--- src/rtl/prd_pkg.sv ---
package prd_pkg;

    // Timing constants of the attached memory, in nanoseconds
    localparam int T_AA_SLOW_NS = 70;   // random access, slow grade
    localparam int T_AA_FAST_NS = 60;   // random access, fast grade
    localparam int T_RC_SLOW_NS = 70;   // minimum random read cycle, slow grade
    localparam int T_RC_FAST_NS = 60;   // minimum random read cycle, fast grade
    localparam int T_LANE_NS    = 70;   // byte-lane enable to data
    localparam int T_PAGE_NS    = 25;   // in-page access
    localparam int T_PSTEP_NS   = 20;   // spacing of page address changes
    localparam int T_OE_NS      = 20;   // output enable to data
    localparam int T_CEHI_NS    = 5;    // chip enable high between cycles
    localparam int T_CELO_NS    = 8000; // longest chip enable low period

    function automatic int ns2cyc(input int ns, input int clk_ns);
        return (ns + clk_ns - 1) / clk_ns;
    endfunction

    function automatic int imax(input int a, input int b);
        return (a > b) ? a : b;
    endfunction

    typedef enum logic [1:0] {
        ST_IDLE,   // chip enable high, waiting for a request
        ST_OPEN,   // chip enable low, waiting for the next capture
        ST_BREAK,  // budget break: high period, then resume
        ST_CLOSE   // burst done: high period, then idle
    } ctl_state_e;

endpackage

--- src/rtl/prd_countdown.sv ---
module prd_countdown #(
    parameter int W = 5
) (
    input  logic         clk,
    input  logic         rst_n,
    input  logic         load,
    input  logic [W-1:0] load_val,
    output logic         done
);
    logic [W-1:0] cnt_d, cnt_q;

    always_comb begin
        cnt_d = cnt_q;
        if (load)
            cnt_d = load_val;
        else if (cnt_q != '0)
            cnt_d = cnt_q - 1'b1;
    end

    always_ff @(posedge clk) begin
        if (!rst_n) cnt_q <= '0;
        else        cnt_q <= cnt_d;
    end

    assign done = (cnt_q == W'(1));

    // a zero wait would never expire and would stall the controller
    assert_load_nonzero_R2: assert property (@(posedge clk) disable iff (!rst_n)
        load |-> (load_val != '0));

    // after expiry without a reload, the timer is idle
    assert_expire_idle_R3: assert property (@(posedge clk) disable iff (!rst_n)
        (done && !load) |=> (cnt_q == '0));
endmodule

--- src/rtl/prd_lowtime_guard.sv ---
module prd_lowtime_guard #(
    parameter int LOW_W  = 13,
    parameter int TW     = 5,
    parameter int LIMIT  = 1981,
    parameter int BUDGET = 2000
) (
    input  logic          clk,
    input  logic          rst_n,
    input  logic          clear,
    input  logic          run,
    input  logic [TW-1:0] next_wait,
    output logic          over
);
    localparam logic [LOW_W-1:0] LIMIT_V  = LOW_W'(LIMIT);
    localparam logic [LOW_W-1:0] BUDGET_V = LOW_W'(BUDGET);
    localparam logic [LOW_W-1:0] SAT_V    = {LOW_W{1'b1}};

    logic [LOW_W-1:0] low_d, low_q;
    logic [LOW_W-1:0] projected;

    always_comb begin
        low_d = low_q;
        if (clear)
            low_d = '0;
        else if (run && low_q != SAT_V)
            low_d = low_q + 1'b1;
        // cycles already low, this cycle, and the wait for the next word
        projected = low_q + LOW_W'(1) + LOW_W'(next_wait);
        over      = (projected > LIMIT_V);
    end

    always_ff @(posedge clk) begin
        if (!rst_n) low_q <= '0;
        else        low_q <= low_d;
    end

    assert_budget_R5: assert property (@(posedge clk) disable iff (!rst_n)
        low_q <= BUDGET_V);
endmodule

--- src/rtl/prd_addr_step.sv ---
module prd_addr_step #(
    parameter int ADDR_W    = 20,
    parameter int PAGE_LOG2 = 4
) (
    input  logic [ADDR_W-1:0] addr,
    output logic [ADDR_W-1:0] nxt,
    output logic              enters_page
);
    assign nxt = addr + 1'b1;

    generate
        if (PAGE_LOG2 == 0) begin : g_nopage
            assign enters_page = 1'b1;
        end else begin : g_page
            assign enters_page = (nxt[PAGE_LOG2-1:0] == '0);
        end
    endgenerate
endmodule

--- src/rtl/psram_page_reader.sv ---
module psram_page_reader
    import prd_pkg::*;
#(
    parameter int ADDR_W     = 20,
    parameter int DATA_W     = 16,
    parameter int LEN_W      = 16,
    parameter int PAGE_LOG2  = 4,
    parameter int CLK_NS     = 4,
    parameter bit FAST_GRADE = 1'b0
) (
    input  logic                    clk,
    input  logic                    rst_n,
    input  logic                    req_valid,
    output logic                    req_ready,
    input  logic [ADDR_W-1:0]       req_addr,
    input  logic [LEN_W-1:0]        req_len,
    output logic                    rd_valid,
    output logic [DATA_W-1:0]       rd_data,
    output logic                    mem_ce_n,
    output logic                    mem_oe_n,
    output logic [DATA_W/8-1:0]     mem_be_n,
    output logic [ADDR_W-1:0]       mem_addr,
    input  logic [DATA_W-1:0]       mem_dq
);
    localparam int LANES   = DATA_W / 8;
    localparam int AA_NS   = FAST_GRADE ? T_AA_FAST_NS : T_AA_SLOW_NS;
    localparam int RC_NS   = FAST_GRADE ? T_RC_FAST_NS : T_RC_SLOW_NS;
    localparam int RAND_NS = imax(imax(AA_NS, T_LANE_NS), imax(T_OE_NS, RC_NS));
    localparam int AA_WAIT = ns2cyc(RAND_NS, CLK_NS) + 1;
    localparam int PG_WAIT = imax(ns2cyc(T_PAGE_NS, CLK_NS), ns2cyc(T_PSTEP_NS, CLK_NS)) + 1;
    localparam int CPH_CYC = imax(ns2cyc(T_CEHI_NS, CLK_NS), 1);
    localparam int CEM_CYC = T_CELO_NS / CLK_NS;
    localparam int LIMIT   = CEM_CYC - AA_WAIT;
    localparam int TW      = $clog2(imax(imax(AA_WAIT, PG_WAIT), CPH_CYC) + 1);
    localparam int LOW_W   = $clog2(CEM_CYC + AA_WAIT + 2) + 1;

    typedef struct packed {
        ctl_state_e          st;
        logic                ce_n;
        logic [ADDR_W-1:0]   addr;
        logic [LEN_W-1:0]    left;
        logic                vld;
        logic [DATA_W-1:0]   data;
    } ctl_regs_t;

    ctl_regs_t r_d, r_q;

    logic            wt_load, wt_done;
    logic [TW-1:0]   wt_val;
    logic            hd_load, hd_done;
    logic            lt_clear, lt_over;
    logic [TW-1:0]   step_wait;
    logic [ADDR_W-1:0] nxt_addr;
    logic            enters_page;

    prd_addr_step #(.ADDR_W(ADDR_W), .PAGE_LOG2(PAGE_LOG2)) u_step (
        .addr        (r_q.addr),
        .nxt         (nxt_addr),
        .enters_page (enters_page)
    );

    prd_countdown #(.W(TW)) u_wait (
        .clk      (clk),
        .rst_n    (rst_n),
        .load     (wt_load),
        .load_val (wt_val),
        .done     (wt_done)
    );

    prd_countdown #(.W(TW)) u_hold (
        .clk      (clk),
        .rst_n    (rst_n),
        .load     (hd_load),
        .load_val (TW'(CPH_CYC)),
        .done     (hd_done)
    );

    prd_lowtime_guard #(.LOW_W(LOW_W), .TW(TW), .LIMIT(LIMIT), .BUDGET(CEM_CYC)) u_guard (
        .clk       (clk),
        .rst_n     (rst_n),
        .clear     (lt_clear),
        .run       (!r_q.ce_n),
        .next_wait (step_wait),
        .over      (lt_over)
    );

    assign step_wait = enters_page ? TW'(AA_WAIT) : TW'(PG_WAIT);

    always_comb begin
        r_d      = r_q;
        r_d.vld  = 1'b0;
        wt_load  = 1'b0;
        wt_val   = TW'(AA_WAIT);
        hd_load  = 1'b0;
        lt_clear = 1'b0;
        unique case (r_q.st)
            ST_IDLE: begin
                if (req_valid && req_len != '0) begin
                    r_d.st   = ST_OPEN;
                    r_d.ce_n = 1'b0;
                    r_d.addr = req_addr;
                    r_d.left = req_len;
                    wt_load  = 1'b1;
                    lt_clear = 1'b1;
                end
            end
            ST_OPEN: begin
                if (wt_done) begin
                    r_d.vld  = 1'b1;
                    r_d.data = mem_dq;
                    r_d.left = r_q.left - 1'b1;
                    if (r_q.left == LEN_W'(1)) begin
                        r_d.st   = ST_CLOSE;
                        r_d.ce_n = 1'b1;
                        hd_load  = 1'b1;
                    end else begin
                        r_d.addr = nxt_addr;
                        if (lt_over) begin
                            r_d.st   = ST_BREAK;
                            r_d.ce_n = 1'b1;
                            hd_load  = 1'b1;
                        end else begin
                            wt_load = 1'b1;
                            wt_val  = step_wait;
                        end
                    end
                end
            end
            ST_BREAK: begin
                if (hd_done) begin
                    r_d.st   = ST_OPEN;
                    r_d.ce_n = 1'b0;
                    wt_load  = 1'b1;
                    lt_clear = 1'b1;
                end
            end
            ST_CLOSE: begin
                if (hd_done)
                    r_d.st = ST_IDLE;
            end
            default: r_d.st = ST_IDLE;
        endcase
    end

    always_ff @(posedge clk) begin
        if (!rst_n) begin
            r_q <= '{st: ST_IDLE, ce_n: 1'b1, addr: '0, left: '0, vld: 1'b0, data: '0};
        end else begin
            r_q <= r_d;
        end
    end

    assign req_ready = (r_q.st == ST_IDLE);
    assign rd_valid  = r_q.vld;
    assign rd_data   = r_q.data;
    assign mem_ce_n  = r_q.ce_n;
    assign mem_oe_n  = r_q.ce_n;
    assign mem_be_n  = {LANES{r_q.ce_n}};
    assign mem_addr  = r_q.addr;

    // a rising chip enable stays high for at least the next cycle
    generate
        if (CPH_CYC >= 2) begin : g_gap_chk
            assert_gap_high_R6: assert property (@(posedge clk) disable iff (!rst_n)
                $rose(mem_ce_n) |=> mem_ce_n);
        end
    endgenerate

    assert_addr_hold_R7: assert property (@(posedge clk) disable iff (!rst_n)
        (!mem_ce_n && $past(!mem_ce_n) && (mem_addr != $past(mem_addr))) |-> rd_valid);

    assert_ready_idle_R9: assert property (@(posedge clk) disable iff (!rst_n)
        req_ready |-> mem_ce_n);

    assert_words_left_R8: assert property (@(posedge clk) disable iff (!rst_n)
        (r_q.st == ST_OPEN) |-> (r_q.left != '0));
endmodule

--- config.mk ---
export PLATFORM = sky130hd
export DESIGN_NAME = psram_page_reader
export DESIGN_NICKNAME = d
export VERILOG_FILES = /design/src/rtl/prd_pkg.sv /design/src/rtl/prd_countdown.sv /design/src/rtl/prd_lowtime_guard.sv /design/src/rtl/prd_addr_step.sv /design/src/rtl/psram_page_reader.sv
export SDC_FILE = /design/constraint.sdc
export NUM_CORES = 1
export LEC_CHECK = 0
export CORE_ASPECT_RATIO = 2
export CORE_MARGIN = 2
export CORE_UTILIZATION = 50
export DETAILED_ROUTE_END_ITERATION = 7
export GPL_ROUTABILITY_DRIVEN = 1
export HOLD_SLACK_MARGIN = 0.03
export PLACE_DENSITY = 0.77
export SLEW_MARGIN = 30
export SYNTH_ARGS = -nofsm -noshare
export SYNTH_HDL_FRONTEND = slang
export SYNTH_HIERARCHICAL = 1
export SYNTH_SLANG_ARGS = --single-unit
--- constraint.sdc ---
create_clock -name clk -period 6.15 [get_ports clk]
set_input_delay 0.9225 -clock clk [delete_from_list [all_inputs] [get_ports clk]]
set_output_delay 0.9225 -clock clk [all_outputs]
set_load 0.05 [all_outputs]
Yosys cells after proc, flatten, opt, wreduce, memory -nomap -nowiden
Cells that the tools add are included.
{"block": "classes", "eq_ne": 13, "n_mux": 30, "bitwise_logic": 1, "add_sub_neg": 6, "n_reduce_logical": 20, "n_lt_le_gt_ge": 1}
{"op": "$pmux 36 s2", "count": 1}
{"op": "$mux 56", "count": 1}
{"op": "$mux 39", "count": 1}
{"op": "$mux 5", "count": 7}
{"op": "$add 20x1->20 const B", "count": 1}
{"op": "$mux 20", "count": 1}
{"op": "$eq 16x1->1 const B", "count": 1}
{"op": "$reduce_bool 16->1", "count": 1}
{"op": "$sub 16x1->16 const B", "count": 1}
{"op": "$add 12x1->12 const B", "count": 1}
{"op": "$add 12x5->12", "count": 1}
{"op": "$gt 12x11->1 const B", "count": 1}
{"op": "$ne 12x12->1 const B", "count": 1}
{"op": "$eq 5x1->1 const B", "count": 2}
{"op": "$reduce_and 5->1", "count": 2}
{"op": "$reduce_bool 5->1", "count": 2}
{"op": "$sub 5x1->5 const B", "count": 2}
{"op": "$mux 1", "count": 9}
{"op": "$mux 3", "count": 3}
{"op": "$pmux 2 s4", "count": 1}
{"op": "$mux 2", "count": 3}
{"op": "$ne 2x2->1 const B", "count": 3}
{"op": "$pmux 1 s3", "count": 2}
{"op": "$reduce_bool 2->1", "count": 3}
{"op": "15 further kinds", "count": 20}
{"block": "totals", "out_inout_bits": 42, "regBits": 78, "elab_cells": 81, "in_bits": 55}

Logic depth before layout (Yosys ltp)
{"block": "depth", "depth_word": 10, "ltp_mapped": 18, "depth_no_buf": 17}

By module
Netlist, hierarchy kept.
{"module": "psram_page_reader", "instances": 1, "seq_area_each_um2": 1121.1, "cells_each": 373, "area_per_inst_um2": 2952.8}
{"module": "prd_lowtime_guard", "instances": 1, "seq_area_each_um2": 240.2, "cells_each": 138, "area_per_inst_um2": 1092.3}
{"module": "prd_countdown", "instances": 2, "seq_area_each_um2": 100.1, "cells_each": 34, "area_per_inst_um2": 299.0}
{"module": "prd_addr_step", "instances": 1, "seq_area_each_um2": 0.0, "cells_each": 53, "area_per_inst_um2": 384.1}

Worst setup path after synthesis
Ideal clock, no wire load.
{"block": "synth_timing", "kind": "register -> register", "start": "register r_q (netlist bit mem_addr[2])", "end": "register u_hold.cnt_q[2]", "setup_slack_ps": 2414, "required_ps": 6080, "arrival_ps": 3667, "stages_incl_launch_ff": 18, "period_less_slack_ps": 3736, "path_buffers": 1, "setup_time_ps": 70, "path_cell_list": "dfxtp_1 -> nand3_1 -> xnor2_1 -> nor3_1 -> inv_1 -> ha_1 -> and3_1 -> o21a_1 -> nor2_1 -> a21oi_1 -> mux2_2 -> o21ai_1 -> o21ai_1 -> nor2_1 -> nor2_1 -> clkbuf_1 -> or3_1 -> a21oi_1"}
{"block": "synth_via", "elab_chain_cells": 10}
{"element": "from (decl)", "line_no": "psram_page_reader.sv:46", "rtl": "ctl_regs_t r_d, r_q;"}
{"element": "from (signal assigned)", "line_no": "psram_page_reader.sv:147", "rtl": "r_q <= '{st: ST_IDLE, ce_n: 1'b1, addr: '0, left: '0, vld: 1'b0, data: '0};"}
{"element": "from (signal assigned)", "line_no": "psram_page_reader.sv:149", "rtl": "r_q <= r_d;"}
{"element": "$add 20x1->20", "line_no": "prd_addr_step.sv:9", "rtl": "assign nxt = addr + 1'b1;"}
{"element": "named net nxt_addr[3]", "line_no": "psram_page_reader.sv:53", "rtl": "logic [ADDR_W-1:0] nxt_addr;"}
{"element": "$logic_not 4->1", "line_no": "prd_addr_step.sv:15", "rtl": "assign enters_page = (nxt[PAGE_LOG2-1:0] == '0);"}
{"element": "named net enters_page", "line_no": "psram_page_reader.sv:54", "rtl": "logic enters_page;"}
{"element": "$mux 5", "line_no": "psram_page_reader.sv:87", "rtl": "assign step_wait = enters_page ? TW'(AA_WAIT) : TW'(PG_WAIT);"}
{"element": "named net step_wait[3]", "line_no": "psram_page_reader.sv:52", "rtl": "logic [TW-1:0] step_wait;"}
{"element": "$add 12x5->12", "line_no": "prd_lowtime_guard.sv:28", "rtl": "projected = low_q + LOW_W'(1) + LOW_W'(next_wait);"}
{"element": "$gt 12x11->1", "line_no": "prd_lowtime_guard.sv:29", "rtl": "over = (projected > LIMIT_V);"}
{"element": "named net lt_over", "line_no": "psram_page_reader.sv:51", "rtl": "logic lt_clear, lt_over;"}
{"element": "$mux 1", "line_no": "psram_page_reader.sv:118", "rtl": "if (lt_over) begin"}
{"element": "$mux 1", "line_no": "psram_page_reader.sv:112", "rtl": "if (r_q.left == LEN_W'(1)) begin"}
{"element": "$mux 1", "line_no": "psram_page_reader.sv:108", "rtl": "if (wt_done) begin"}
{"element": "$mux 1", "line_no": "psram_page_reader.sv:96", "rtl": "unique case (r_q.st)"}
{"element": "named net hd_load", "line_no": "psram_page_reader.sv:50", "rtl": "logic hd_load, hd_done;"}
{"element": "$reduce_or 2->1 (no source line)"}
{"element": "to (signal assigned)", "line_no": "prd_countdown.sv:22", "rtl": "else cnt_q <= cnt_d;"}
{"element": "to (decl)", "line_no": "prd_countdown.sv:10", "rtl": "logic [W-1:0] cnt_d, cnt_q;"}
The timed path passes the listed nets, and every way through them passes these cells.
A chain may end at the register's enable or synchronous reset.

Worst setup path after layout
{"block": "layout_timing", "start": "register r_q (netlist bit mem_addr[2])", "end": "register u_wait.cnt_q[1]"}
{"block": "layout_via", "elab_chain_cells": 10, "elab_cells_between_ends": 15, "cone_classes": "2 x add/sub; 1 x order compare; 10 x mux; 2 x reduce/logical"}
{"element": "$add 20x1->20 *", "line_no": "prd_addr_step.sv:9"}
{"element": "named net nxt_addr[3]", "line_no": "psram_page_reader.sv:53"}
{"element": "$logic_not 4->1 *", "line_no": "prd_addr_step.sv:15"}
{"element": "named net enters_page", "line_no": "psram_page_reader.sv:54"}
{"element": "$mux 5 *", "line_no": "psram_page_reader.sv:87"}
{"element": "named net step_wait[3]", "line_no": "psram_page_reader.sv:52"}
{"element": "$add 12x5->12 *", "line_no": "prd_lowtime_guard.sv:28"}
{"element": "$gt 12x11->1 *", "line_no": "prd_lowtime_guard.sv:29"}
{"element": "named net lt_over", "line_no": "psram_page_reader.sv:51"}
{"element": "$mux 1 *", "line_no": "psram_page_reader.sv:118"}
{"element": "$mux 1 *", "line_no": "psram_page_reader.sv:112"}
{"element": "$mux 1 *", "line_no": "psram_page_reader.sv:108"}
{"element": "$pmux 1 s3 *", "line_no": "psram_page_reader.sv:96"}
{"element": "named net wt_load", "line_no": "psram_page_reader.sv:48", "rtl": "logic wt_load, wt_done;"}
{"element": "$mux 5 / $reduce_bool 2->1 (equally long branches)"}
{"element": "to (signal assigned)", "line_no": "prd_countdown.sv:22"}
{"element": "to (decl)", "line_no": "prd_countdown.sv:10"}
The timed path passes the listed nets; every way through them passes the cells marked *.

==> reports/metrics.yaml <==
global_routing:
  grt_start_max_net_pins: 53
  grt_usage: 0.2458
  grt_pass1_vias: 4720
  gr-total-overflow: 0
  antenna_found_initial: 0
  grt_pass1_wl_um: 21420
logic_synthesis:
  synth_top_family_by_area: "simple AND/OR/NAND/NOR gates"
  synth_edf_count: 0
  synthXorXnorAreaFrac: 0.07815
  async_flop_share: 0
  synth_compound_area_frac: 0.1899
  ys_ff_latch: 78
  synthCells: 632
  syn_area_mm2: 0.005027
  synthFlopType: "dfxtp_1"
  synth-simple-area-share: 0.2710
  yosys.area_share.adder: 0.04131
  synthMuxAreaShare: 0.004231
  synth.yosys.warnings: 6
  synth.distinct_cells: 71
  ys_seq_area_frac: 0.3106
  syn_avg_cell_area_um2: 7.955
setup_path:
  critical_path.startpoint_type: "flop"
  crit_type: "flop to flop"
  worstPathArrival_ns: 4.73
  cp_data_required_time_ns: 6.42
  path_max_fanout: 12
  endpoint_kind: "flop"
timing:
  final_hold_viol_count: 0
  setup_viol: 0
  rsz0062_at_grt: "no"
  worstMarginPinSlew_ns: 0.9388
  finalMaxSlewViolations: 0
  skew_ns: 0.007888
  slew-limit-headroom: 0.3722
  max_freq_mhz: 224.5
  timing.final.crit_share: 0.7244
  period_needed_ns: 4.455
  setup_tns_ns: 0
status:
  status: "complete, no violations"
clock_tree:
  cts_inserted_buffers: 9
  cts.clk_slew.worst_paths_ns: 0.06
  tritoncts: "done"
  holdBufCountCts: 0
  clkLatencyLatePin_ns: 0.34
  clkSinkCount: 78
  clockRootBuffer: "clkbuf_16"
  post_cts_resized: 0
  max-clock-path-buffers: 2
  cts_max_level: 3
  cts_setup_buffers: 0
placed_design:
  gp_congestion: 0.9191
  hpwl_um: 9413
  port_buffers: 96
  place_area_mm2: 0.005773
drt:
  ant_nets: 0
  dr.pass1.iters: 5
  drc_errors: 0
  vias: 4850
  drt_wl_total_um: 13150
  drt_iter0_drc: 323
  avgRoutedWirePerCell_um: 16.20
  vias_per_cell: 5.973
die:
  rows: 51
  die_w_um: 74.91
  fp.dieH_um: 145.8
  ios: 97
  core_area_mm2: 0.009763
  initial_core_util: 0.5149
  die-area_mm2: 0.01092
pwr:
  power_leakage_nw: 2.261
  ir_drop_uv: 239.3
  p_per_area_mw_per_mm2: 278.8
finish:
  final_area_mm2: 0.006058
  antennaDiodeCount: 0
  nets: 746
  drive_gt1_frac: 0.05441
  fillCellCount: 857
  finalCoreUtilization: 0.6205
  syn_to_final_growth_pct: 20.51
flow_run:
  drv_cap: 0
hold_path:
  hold_class: "flop to flop"
==> report_power, final <==
group	internal (mW)	leakage, nW	switching (mW)
clock	0.312	0.143	0.207
combinational	0.224	1.48	0.304
sequential	0.564	0.639	0.0787
total	1.10	2.26	0.589
==> flip-flops by register name, summed over array words and instances, names as in the netlist <==
name / flops
rd_valid: 1
u_hold/cnt_q: 5
rd_data: 16
r_q: 18
u_guard/low_q: 12
mem_addr: 20
mem_ce_n: 1
u_wait/cnt_q: 5
==> layout make-up <==
| type | instances | area (µm²) | share of cell area |
|---|---|---|---|
| multi-input combinational | 463 | 2975 | 0.4911 |
| sequential | 78 | 1562 | 0.2577 |
| timing repair buffer | 99 | 983.4 | 0.1623 |
| clock buffer | 11 | 232.7 | 0.03841 |
| tap | 132 | 165.2 | 0.02726 |
| inverter | 24 | 90.09 | 0.01487 |
| clock inverter | 5 | 50.05 | 0.008261 |
==> logic make-up (layout without fill, tap and decap cells) <==
| kind of cell | Yosys count | in the layout |
|---|---|---|
| adder cells (fa/ha/maj) | 16 | 16 |
| multiplexers | 2 | 2 |
| AO/OA/AOI/OAI | 137 | 137 |
| XOR/XNOR | 44 | 44 |
| flip-flops | 78 | 78 |
| buffers and inverters | 96 | 139 |
| other | 2 | 7 |
| AND/OR/NAND/NOR | 257 | 257 |
==> synth_stat cells, types with 3 or more instances <==
| master | instances | area share |
|---|---|---|
| nand2_1 | 79 | 0.059 |
| dfxtp_1 | 78 | 0.31 |
| nor2_1 | 57 | 0.043 |
| buf_4 | 39 | 0.058 |
| a21oi_1 | 35 | 0.035 |
| nand3_1 | 34 | 0.034 |
| xnor2_1 | 28 | 0.049 |
| clkbuf_1 | 26 | 0.019 |
| inv_1 | 24 | 0.018 |
| a22oi_1 | 23 | 0.034 |
| a211oi_1 | 21 | 0.031 |
| ha_1 | 15 | 0.037 |
| nor3_1 | 15 | 0.015 |
| xor2_1 | 15 | 0.026 |
| o21ai_0 | 11 | 0.011 |
| nand4_1 | 9 | 0.011 |
| nor4_1 | 9 | 0.011 |
| a32oi_1 | 6 | 0.010 |
| and3_1 | 6 | 0.0075 |
| or3_1 | 6 | 0.0075 |
| or4_1 | 5 | 0.0075 |
| a31oi_1 | 4 | 0.0050 |
| nand2b_1 | 4 | 0.0050 |
| nand4b_1 | 4 | 0.0070 |
| o211a_1 | 4 | 0.0080 |
| a211o_1 | 3 | 0.0052 |
| a22o_1 | 3 | 0.0052 |
| and4_1 | 3 | 0.0052 |
| buf_2 | 3 | 0.0030 |
| nor2b_1 | 3 | 0.0037 |
| nor3b_1 | 3 | 0.0045 |
| o21a_1 | 3 | 0.0045 |
| o21ai_1 | 3 | 0.0030 |
| o31ai_1 | 3 | 0.0045 |
==> metrics by stage <==
stage          cells  hold slack [ns]  total power [mW]  setup WS, ns
2_1_floorplan    637           0.4367             1.048         2.414
3_3_place_gp     796           0.4430             1.159         2.084
3_5_place_dp     796           0.4487             1.175         1.819
4_1_cts          812           0.4556             1.696         1.768
5_1_grt          812           0.4757             1.775         1.374
6_report         812           0.4519             1.689         1.695
==> critical path: stages (launching register included) <==
cell      delay [ns]
dfxtp_1         0.47
nand3_1         0.21
xnor2_1         0.20
nor3_1          0.60
inv_1           0.18
ha_1            0.38
and3_1          0.19
o21a_1          0.19
nor3_1          0.28
a32oi_1         0.18
o221ai_1        0.21
a21oi_1         0.10
o21ai_1         0.16
nor2_1          0.09
nand2_1         0.07
nand2_1         0.21
or4_1           0.59
nand3_1         0.08
==> metal layers <==
layer / track usage / up-vias / share of wire
met5: 0 / - / 0
li1: - / 2307 / -
met1: 0.2518 / 2279 / 0.36
met3: 0.04778 / 50 / 0.059
met2: 0.4439 / 214 / 0.54
met4: 0.1286 / 0 / 0.038
==> layout by cell type, fill, tap and decap left out, types with 11 or more instances in the layout <==
master and count:
clkdlybuf4s50_1 96, nand2_1 79, dfxtp_1 78, nor2_1 57
a21oi_1 35, nand3_1 34, xnor2_1 28, inv_1 24
a22oi_1 23, a211oi_1 21, nor3_1 15, ha_1 15
xor2_1 15, o21ai_0 11
==> path summary, 6_finish.rpt <==
check	endpoint	from	cells after the start	slack [ns]
max	u_wait/cnt_q[1]$_SDFFE_PN0P_	mem_addr[2]$_SDFFE_PN0P_	17	1.69
min	rd_data[2]$_SDFFE_PN0P_	rd_data[2]$_SDFFE_PN0P_	2	0.45
max reg2reg	u_wait/cnt_q[1]$_SDFFE_PN0P_	mem_addr[2]$_SDFFE_PN0P_	17	1.69
min reg2reg	rd_data[2]$_SDFFE_PN0P_	rd_data[2]$_SDFFE_PN0P_	2	0.45
Note: power is estimated with default switching activity, not from simulation.
